<file path="src/rtl/mrx_pkg.sv">
`timescale 1ns/1ps
package mrx_pkg;
    localparam int BYTE_W       = 8;
    localparam int STATUS_BYTES = 7;
    localparam int STATUS_BITS  = STATUS_BYTES * BYTE_W;
    localparam int ID_W         = 6;
    localparam int PORT_W       = 4;
    localparam int MAX_PORT     = 13;
    localparam int SYNC_STAGES  = 2;
    localparam logic [BYTE_W-1:0] SFD_PATTERN = 8'hD5;
endpackage

</file>
<file path="src/rtl/mrx_sync.sv">
`timescale 1ns/1ps
module mrx_sync #(
    parameter int WIDTH  = 3,
    parameter int STAGES = 2
) (
    input  logic             clk,
    input  logic             rst_n,
    input  logic [WIDTH-1:0] async_in,
    output logic [WIDTH-1:0] sync_out
);
    typedef logic [WIDTH-1:0] vec_t;
    vec_t stage_d [STAGES];
    vec_t stage_q [STAGES];

    always_comb begin
        stage_d[0] = async_in;
        for (int i = 1; i < STAGES; i++) begin
            stage_d[i] = stage_q[i-1];
        end
    end

    always_ff @(posedge clk or negedge rst_n) begin
        if (!rst_n) begin
            for (int i = 0; i < STAGES; i++) begin
                stage_q[i] <= '0;
            end
        end else begin
            for (int i = 0; i < STAGES; i++) begin
                stage_q[i] <= stage_d[i];
            end
        end
    end

    assign sync_out = stage_q[STAGES-1];
endmodule

</file>
<file path="src/rtl/mrx_framer.sv">
`timescale 1ns/1ps
module mrx_framer
    import mrx_pkg::*;
#(
    parameter int BITS = STATUS_BITS,
    parameter logic [BYTE_W-1:0] SFD = SFD_PATTERN
) (
    input  logic            clk,
    input  logic            rst_n,
    input  logic            cfg_start,
    input  logic            cfg_crs_high,
    input  logic            sclk_s,
    input  logic            sdat_s,
    input  logic            scrs_s,
    output logic            frame_done,
    output logic            frame_ok,
    output logic [BITS-1:0] frame_bits
);
    localparam int CNT_W = $clog2(BITS + 1);
    localparam logic [CNT_W-1:0] FULL = CNT_W'(BITS);

    typedef struct packed {
        logic              clk_prev;
        logic              act_prev;
        logic              in_frame;
        logic              sfd_seen;
        logic [BYTE_W-1:0] win;
        logic [CNT_W-1:0]  cnt;
        logic [BITS-1:0]   sh;
        logic              done;
        logic              ok;
    } fr_t;

    fr_t fr_d, fr_q;
    logic act, clk_rise;

    always_comb begin
        fr_d     = fr_q;
        fr_d.done = 1'b0;
        act      = cfg_crs_high ? scrs_s : ~scrs_s;
        clk_rise = sclk_s & ~fr_q.clk_prev;
        fr_d.clk_prev = sclk_s;
        fr_d.act_prev = act;
        if (!fr_q.in_frame) begin
            // a new envelope is accepted only at its leading edge
            if (act && !fr_q.act_prev && cfg_start) begin
                fr_d.in_frame = 1'b1;
                fr_d.sfd_seen = 1'b0;
                fr_d.win      = '0;
                fr_d.cnt      = '0;
            end
        end else if (!act) begin
            fr_d.in_frame = 1'b0;
            fr_d.done     = 1'b1;
            fr_d.ok       = fr_q.sfd_seen && (fr_q.cnt == FULL);
        end else if (clk_rise) begin
            if (fr_q.sfd_seen) begin
                fr_d.sh = {sdat_s, fr_q.sh[BITS-1:1]};
                if (fr_q.cnt != FULL) begin
                    fr_d.cnt = fr_q.cnt + 1'b1;
                end
            end else begin
                fr_d.win = {sdat_s, fr_q.win[BYTE_W-1:1]};
                if (fr_d.win == SFD) begin
                    fr_d.sfd_seen = 1'b1;
                end
            end
        end
    end

    always_ff @(posedge clk or negedge rst_n) begin
        if (!rst_n) begin
            fr_q <= '0;
        end else begin
            fr_q <= fr_d;
        end
    end

    assign frame_done = fr_q.done;
    assign frame_ok   = fr_q.ok;
    assign frame_bits = fr_q.sh;
endmodule

</file>
<file path="src/rtl/mrx_judge.sv">
`timescale 1ns/1ps
module mrx_judge
    import mrx_pkg::*;
#(
    parameter int BITS  = STATUS_BITS,
    parameter int IDW   = ID_W,
    parameter int PW    = PORT_W,
    parameter int PMAX  = MAX_PORT
) (
    input  logic            clk,
    input  logic            rst_n,
    input  logic [IDW-1:0]  cfg_id0,
    input  logic [IDW-1:0]  cfg_id1,
    input  logic            frame_done,
    input  logic            frame_ok,
    input  logic [BITS-1:0] frame_bits,
    input  logic            st_ready,
    output logic            st_valid,
    output logic [BITS-1:0] st_bytes,
    output logic            st_sel,
    output logic            err_bus,
    output logic            err_port
);
    localparam logic [PW-1:0] PORT_LIMIT = PW'(PMAX);

    typedef struct packed {
        logic            valid;
        logic            sel;
        logic [BITS-1:0] bytes;
        logic            e_bus;
        logic            e_port;
    } jd_t;

    jd_t jd_d, jd_q;
    logic [IDW-1:0] rx_id;
    logic [PW-1:0]  rx_port;
    logic           hit0, hit1;

    always_comb begin
        jd_d        = jd_q;
        jd_d.e_bus  = 1'b0;
        jd_d.e_port = 1'b0;
        rx_id   = frame_bits[IDW-1:0];
        rx_port = frame_bits[BYTE_W+PW-1:BYTE_W];
        hit0    = (rx_id == cfg_id0);
        hit1    = (rx_id == cfg_id1);
        if (jd_q.valid && st_ready) begin
            jd_d.valid = 1'b0;
        end
        if (frame_done) begin
            if (!frame_ok) begin
                jd_d.e_bus = 1'b1;
            end else if (hit0 || hit1) begin
                if (rx_port > PORT_LIMIT) begin
                    jd_d.e_port = 1'b1;
                end else if (!jd_q.valid || st_ready) begin
                    jd_d.valid = 1'b1;
                    jd_d.sel   = ~hit0;
                    jd_d.bytes = frame_bits;
                end
            end
        end
    end

    always_ff @(posedge clk or negedge rst_n) begin
        if (!rst_n) begin
            jd_q <= '0;
        end else begin
            jd_q <= jd_d;
        end
    end

    assign st_valid = jd_q.valid;
    assign st_bytes = jd_q.bytes;
    assign st_sel   = jd_q.sel;
    assign err_bus  = jd_q.e_bus;
    assign err_port = jd_q.e_port;
endmodule

</file>
<file path="src/rtl/mgmt_status_rx.sv">
`timescale 1ns/1ps
module mgmt_status_rx
    import mrx_pkg::*;
(
    input  logic                   clk,
    input  logic                   rst_n,
    input  logic                   cfg_start,
    input  logic                   cfg_crs_high,
    input  logic [ID_W-1:0]        cfg_id0,
    input  logic [ID_W-1:0]        cfg_id1,
    input  logic                   mrx_clk,
    input  logic                   mrx_data,
    input  logic                   mrx_crs,
    output logic                   st_valid,
    input  logic                   st_ready,
    output logic [STATUS_BITS-1:0] st_bytes,
    output logic                   st_sel,
    output logic                   err_bus,
    output logic                   err_port
);
    logic [2:0]             synced;
    logic                   fr_done, fr_ok;
    logic [STATUS_BITS-1:0] fr_bits;

    mrx_sync #(.WIDTH(3), .STAGES(SYNC_STAGES)) u_sync (
        .clk      (clk),
        .rst_n    (rst_n),
        .async_in ({mrx_crs, mrx_data, mrx_clk}),
        .sync_out (synced)
    );

    mrx_framer #(.BITS(STATUS_BITS), .SFD(SFD_PATTERN)) u_framer (
        .clk          (clk),
        .rst_n        (rst_n),
        .cfg_start    (cfg_start),
        .cfg_crs_high (cfg_crs_high),
        .sclk_s       (synced[0]),
        .sdat_s       (synced[1]),
        .scrs_s       (synced[2]),
        .frame_done   (fr_done),
        .frame_ok     (fr_ok),
        .frame_bits   (fr_bits)
    );

    mrx_judge #(.BITS(STATUS_BITS), .IDW(ID_W), .PW(PORT_W), .PMAX(MAX_PORT)) u_judge (
        .clk        (clk),
        .rst_n      (rst_n),
        .cfg_id0    (cfg_id0),
        .cfg_id1    (cfg_id1),
        .frame_done (fr_done),
        .frame_ok   (fr_ok),
        .frame_bits (fr_bits),
        .st_ready   (st_ready),
        .st_valid   (st_valid),
        .st_bytes   (st_bytes),
        .st_sel     (st_sel),
        .err_bus    (err_bus),
        .err_port   (err_port)
    );
endmodule

</file>
<file path="config.mk">
export PLATFORM = sky130hd
export DESIGN_NAME = mgmt_status_rx
export DESIGN_NICKNAME = d
export VERILOG_FILES = /design/src/rtl/mrx_pkg.sv /design/src/rtl/mrx_sync.sv /design/src/rtl/mrx_framer.sv /design/src/rtl/mrx_judge.sv /design/src/rtl/mgmt_status_rx.sv
export SDC_FILE = /design/constraint.sdc
export NUM_CORES = 1
export LEC_CHECK = 0
export ABC_CLOCK_PERIOD_IN_PS = 1600
export BUFFER_PORTS_ARGS = -buffer_cell sky130_fd_sc_hd__buf_2
export CAP_MARGIN = 40
export CORE_MARGIN = 2
export CORE_UTILIZATION = 50
export CTS_BUF_LIST = sky130_fd_sc_hd__clkbuf_4 sky130_fd_sc_hd__clkbuf_8
export CTS_CLUSTER_SIZE = 40
export DETAILED_ROUTE_END_ITERATION = 10
export GPL_ROUTABILITY_DRIVEN = 0
export PLACE_DENSITY = 0.73
export SETUP_SLACK_MARGIN = 0.3
export SYNTH_ARGS = -nofsm -noshare
export SYNTH_HDL_FRONTEND = slang
export SYNTH_SLANG_ARGS = --single-unit
</file>
<file path="constraint.sdc">
create_clock -name clk -period 1.6 [get_ports clk]
set_input_delay 0.24 -clock clk [delete_from_list [all_inputs] [get_ports clk]]
set_output_delay 0.24 -clock clk [all_outputs]
set_load 0.03 [all_outputs]
</file>
==> impl_metrics.tcl, run 1 <==
set metrics [dict create \
    initial_core_util 0.5122 \
    insertedDiodeCount 0 \
    clock_latency_ns 0.43 \
    setup_viol 61 \
    place_inst 586 \
    cp_data_arrival_time_ns 2.14 \
    core_mm2 0.01084 \
    drc_errors 0 \
    worst_pin_slew_ns 0.3402 \
    hold_viol_final 0 \
    clock-sinks 141 \
    cpMaxStageDelayCell "dfrtp_1" \
    end_kind "flop" \
    stdcell_count 648 \
    min_path_type "input pin to flop" \
    period_share 1.140 \
    synth_fp_nets 372 \
    synth-warning-count 0 \
    portBuffers 79 \
    finalCriticalPeriod_ns 1.824 \
    gr-usage-met3 0.05216 \
    drt_iter0_drc 92 \
    rrSetupSlack_ns -0.22 \
    cp-start-kind "flop" \
    grt_pass1_vias 3472 \
    fin_ws_ns -0.2240 \
    wl_per_cell_um 16.77 \
    yosys_register_bits 141 \
    grt_antenna_before_repair 0 \
    cts-root-buf "clkbuf_8" \
    firstDrtPassIters 4 \
    grt-ovfl-total 0 \
    grt_util_met2 0.3069 \
    yosys.area.top_type "dfrtp_1" \
    skew_ns 0.009058 \
    drive_gt1_frac 0.6083 \
    fp.dieW_um 109.4 \
    clk_path_buf_depth 2 \
    total_power_w 0.007051 \
    leakagePower_nw 4.195 \
    grt_pass1_wl_mm 17.69 \
    drv_slew 0 \
    yosys.area.top_type_share 0.6354 \
    synth_cell_types 34 \
    use_met1 0.2641 \
    fin_nets 517 \
    powerDensity_mw_per_mm2 923.8 \
    io_pins 80 \
    yosys-top-cells-area "dfrtp_1 (64%), mux2_2 (17%), mux2_4 (7.8%)" \
    cts_tree "yes" \
    die_h_um 109.4 \
    rsz0062_at_grt "true" \
    rows 38 \
    dpl_worst_slack_ns -0.1555 \
    post-route-util 0.7041 \
    grtUsageTotal 0.1954 \
    hold_slack_ns 0.1657 \
    synthCells 350 \
    area_delta_synth_final_pct 37.45 \
    violations "setup timing" \
    crit_required_ns 1.92 \
    cts_buffers 17 \
    ys_seq_area_frac 0.6354 \
    syn_area_per_cell_um2 15.87 \
    routed_wl_mm 10.87 \
    grt_max_degree 39 \
    fmax_mhz 548.2 \
    worst_path_largest_cell_delay_ns 0.42 \
    path_clk_slew_ns 0.07 \
    vias 3334 \
    relSlewSlack 0.7732 \
    ant_nets 0 \
    h-tree-depth 4 \
    crit_type "flop to flop" \
    peakVddDrop_mv 0.4947 \
    dp_hpwl_mm 6.842 \
    syn_area_mm2 0.005553 \
    path_max_fanout 26 \
    viasPerCell 5.145 \
    critical_path.cell_chain "xor2_1, nor3_4, o211ai_4, buf_12, mux2_2" \
    busiest_layer "met2" \
    status "finished with violations" \
    die_area_mm2 0.01197 \
    max_cap_violations 0 \
]
[Yosys cell counts, drive strengths merged]
master   number
inv           4
nand4         4
xor2          7
and4          1
clkbuf        3
a22o          7
o311a         1
buf          10
or4b          1
nor2          7
nand2b        1
and3b         1
or3           1
nand2         7
nand3         4
and2          1
nor2b         5
o2111ai       1
ha            2
o211ai        3
a21oi         1
xnor2         9
o21ai         6
dfrtp       141
mux2        112
o21a          1
mux2i         1
a21o          1
nor3          7
[worst max-delay path: cells and delay by family (launching register included)]
family                 cells  cell delay [ns]
multiplexers               1             0.36
XOR/XNOR                   1             0.28
AND/OR/NAND/NOR            1             0.10
AO/OA/AOI/OAI              1             0.28
buffers and inverters      1             0.25
flip-flops                 1             0.42
[metrics by stage]
step / cell area, µm² / TNS (ns)
final: 7632 / -10.68
after global routing: 7632 / -16.02
after CTS: 7397 / -8.612
after detailed placement: 6601 / -7.412
after global placement: 6601 / -6.468
after floorplan: 5853 / -2.941
[cells by family after synthesis]
logic type | share of synthesized area
buffers and inverters | 0.01825
AND/OR/NAND/NOR | 0.03966
flip-flops | 0.6354
AO/OA/AOI/OAI | 0.02839
multiplexers | 0.2485
XOR/XNOR | 0.02524
adder cells (fa/ha/maj) | 0.004506
[final timing paths]
path / from / endpoint / cells past startpoint
worst max-delay path: u_framer.frame_bits[2] / u_judge.st_bytes[25] / 5
worst min-delay path: st_ready / u_judge.st_valid / 3
worst max register to register: u_framer.frame_bits[2] / u_judge.st_bytes[25] / 5
worst min register to register: u_sync.stage_d[1] / u_sync.sync_out[1] / 0
max in group asynchronous: rst_n / u_judge.st_bytes[37] / 3
min in group asynchronous: rst_n / u_judge.st_sel / 2
[layout make-up]
class	instances	area [µm²]
clock buffers	22	296.5
clock inverters	10	158.9
fillers	721	3208
inverters	4	15.01
multi-input cells	192	2301
flip-flops and latches	141	3528
well taps	140	175.2
repair buffers	139	1157
[layer usage]
layer,wire length [µm],vias up
met2,5419,65
met1,4895,1724
met3,376,19
met5,0,-
met4,176,0
li1,-,1526
[where the power goes]
| part | internal [W] | total [W] | leakage (nW) | switching (W) |
|---|---|---|---|---|
| sequential | 0.00359 | 0.00360 | 1.94 | 0.0000146 |
| combinational | 0.000102 | 0.000251 | 2.02 | 0.000149 |
| clock | 0.00188 | 0.00320 | 0.229 | 0.00132 |
| total | 0.00557 | 0.00705 | 4.19 | 0.00148 |
[sequential cells by signal, summed over array words and instances (netlist names)]
register / cells
u_framer.frame_done: 1
u_judge.err_bus: 1
u_sync.sync_out: 3
u_sync.stage_d: 3
u_judge.err_port: 1
u_judge.st_sel: 1
u_framer.frame_bits: 56
u_framer.frame_ok: 1
u_judge.st_valid: 1
u_judge.st_bytes: 56
u_framer.fr_q: 17
[repair_timing]
item	4_1_cts	5_1_grt
resized for setup	26	45
hold buffers	4	0
pin swaps	3	9
endpoints found under the setup margin	130	142
cloned	5	1
hold endpoints to repair	33	0
setup buffers	10	10
[placed cells by master, fill, tap and decap left out, types with 3 or more instances in the layout]
cell           count
a22o_1             7
buf_12             7
buf_16             5
buf_2             66
buf_4             37
buf_6             13
bufinv_16          4
clkbuf_4           5
clkbuf_8          21
clkinv_2           3
dfrtp_1          141
dlygate4sd3_1      4
mux2_2            31
mux2_4            81
nand2_1            4
nand3_1            3
nand4_1            4
nor2_1             5
nor3_2             3
o21ai_2            3
xnor2_1            8
xor2_1             5
(Power assumes the default switching activity.)
==> run 2: changes to the inputs <==
--- a/config.mk
+++ b/config.mk
@@ -15,6 +15,7 @@
 export DETAILED_ROUTE_END_ITERATION = 10
 export GPL_ROUTABILITY_DRIVEN = 0
 export PLACE_DENSITY = 0.73
+export RECOVER_POWER = 50
 export SETUP_SLACK_MARGIN = 0.3
 export SYNTH_ARGS = -nofsm -noshare
 export SYNTH_HDL_FRONTEND = slang
==> impl_metrics.tcl, run 2 (synthesis gave the netlist of run 1 again) <==
set metrics [dict create \
    status "finished with violations" \
    violations "setup timing" \
    core_mm2 0.01084 \
    cts-root-buf "clkbuf_8" \
    place_inst 586 \
    fin_nets 517 \
    fmax_mhz 548.1 \
    period_share 1.140 \
    relSlewSlack 0.4383 \
    hold_slack_ns 0.1661 \
    crit_required_ns 1.92 \
    skew_ns 0.009181 \
    initial_core_util 0.5122 \
    worst_pin_slew_ns 0.8426 \
    leakagePower_nw 4.183 \
    fin_ws_ns -0.2246 \
    dp_hpwl_mm 6.842 \
    grtUsageTotal 0.1954 \
    path_max_fanout 26 \
    insertedDiodeCount 0 \
    grt_max_degree 39 \
    portBuffers 79 \
    powerDensity_mw_per_mm2 926.6 \
    drt_iter0_drc 130 \
    wl_per_cell_um 16.78 \
    clock_latency_ns 0.43 \
    die_h_um 109.4 \
    clk_path_buf_depth 2 \
    ant_nets 0 \
    rsz0062_at_grt "true" \
    cts_tree "yes" \
    final_common_cell "dfrtp_1" \
    cts_buffers 17 \
    h-tree-depth 4 \
    io_pins 80 \
    min_path_type "input pin to flop" \
    finalCriticalPeriod_ns 1.825 \
    final_cell_mix "dfrtp_1 (141), mux2_4 (81), buf_2 (66)" \
    hold_viol_final 0 \
    drc_errors 0 \
    pwr-share-comb 0.034 \
    grt_pass1_vias 3472 \
    grt-ovfl-total 0 \
    die_area_mm2 0.01197 \
    firstDrtPassIters 4 \
    grt_antenna_before_repair 0 \
    seqPwrFrac 0.512 \
    peakVddDrop_mv 0.4946 \
    internal-power_w 0.005562 \
    pwr-share-clk 0.454 \
    stdcell_count 648 \
    max_cap_violations 0 \
    viasPerCell 5.159 \
    p_sw_frac 0.2100 \
    final.setup.tns_ns -10.72 \
    clock-sinks 141 \
    vias 3343 \
    end_kind "flop" \
    cp-start-kind "flop" \
    drv_slew 0 \
    grt_pass1_wl_mm 17.69 \
    fp.dieW_um 109.4 \
    routed_wl_mm 10.87 \
    switchingPower_w 0.001479 \
    crit_type "flop to flop" \
    dpl_worst_slack_ns -0.1555 \
    area_delta_synth_final_pct 36.84 \
    total_power_w 0.007041 \
    drive_gt1_frac 0.6083 \
    path_clk_slew_ns 0.07 \
    cp_data_arrival_time_ns 2.14 \
    setup_viol 61 \
    rows 38 \
]
run 2: cell types whose count changed in the layout (fill, tap and decap cells not counted), sizes merged:
cell    change
buf         -2
clkbuf      +2
run 2: per-stage QoR:
| step | area (µm²) | utilization |
|---|---|---|
| finish | 7599 | 0.7009 |
| global route | 7599 | 0.7009 |
| CTS | 7397 | 0.6824 |
| detailed placement | 6601 | 0.6090 |
| global placement | 6601 | 0.6090 |
| floorplan | 5853 | - |
run 2: area by class of cell:
cell class	count	area [µm²]
Sequential cell	141	3528
Fill cell	727	3242
Multi-Input combinational cell	192	2301
Timing Repair Buffer	139	1124
Clock buffer	22	296.5
Tap cell	140	175.2
Clock inverter	10	158.9
Inverter	4	15.01
run 2: final timing paths:
path / to / slack, ns / cells past startpoint / startpoint
hold reg to reg: u_sync.sync_out[1] / 0.36 / 0 / u_sync.stage_d[1]
min in group asynchronous: u_judge.st_sel / 0.44 / 2 / rst_n
hold / removal: u_judge.st_valid / 0.17 / 3 / st_ready
setup / recovery: u_judge.st_bytes[25] / -0.22 / 5 / u_framer.frame_bits[2]
setup reg to reg: u_judge.st_bytes[25] / -0.22 / 5 / u_framer.frame_bits[2]
max in group asynchronous: u_judge.st_bytes[28] / 0.15 / 3 / rst_n
run 2: critical path, stage by stage (launching register included):
cell and delay [ns]:
dfrtp_1 0.42, xor2_1 0.28, nor3_4 0.10, o211ai_4 0.28, buf_12 0.25, mux2_2 0.36
run 2: what timing repair did:
item                                    CTS  global route
pin swaps                                 3             9
endpoints found under the setup margin  130           142
hold buffers                              4             0
resized for setup                        26            45
gates cloned                              5             1
setup buffers                            10            10
endpoints found under the hold margin    33             0
run 2: metal layers:
metal / part of all wire / vias up / wire [µm] / global-route usage
li1: - / 1526 / - / -
met4: 0.016 / 0 / 176 / 0.06781
met3: 0.034 / 17 / 370 / 0.05216
met2: 0.50 / 76 / 5432 / 0.3069
met1: 0.45 / 1724 / 4893 / 0.2641
met5: 0 / - / 0 / 0
run 2: power groups by stage:
| stage | sequential (W) | clock [W] | combinational [W] |
|---|---|---|---|
| after floorplan | 0.00367 | 0 | 0.0000624 |
| final | 0.00360 | 0.00320 | 0.000241 |
| after CTS | 0.00360 | 0.00325 | 0.000238 |
| after detailed placement | 0.00367 | 0 | 0.000209 |
| after global routing | 0.00360 | 0.00343 | 0.000269 |
| after global placement | 0.00367 | 0 | 0.000206 |
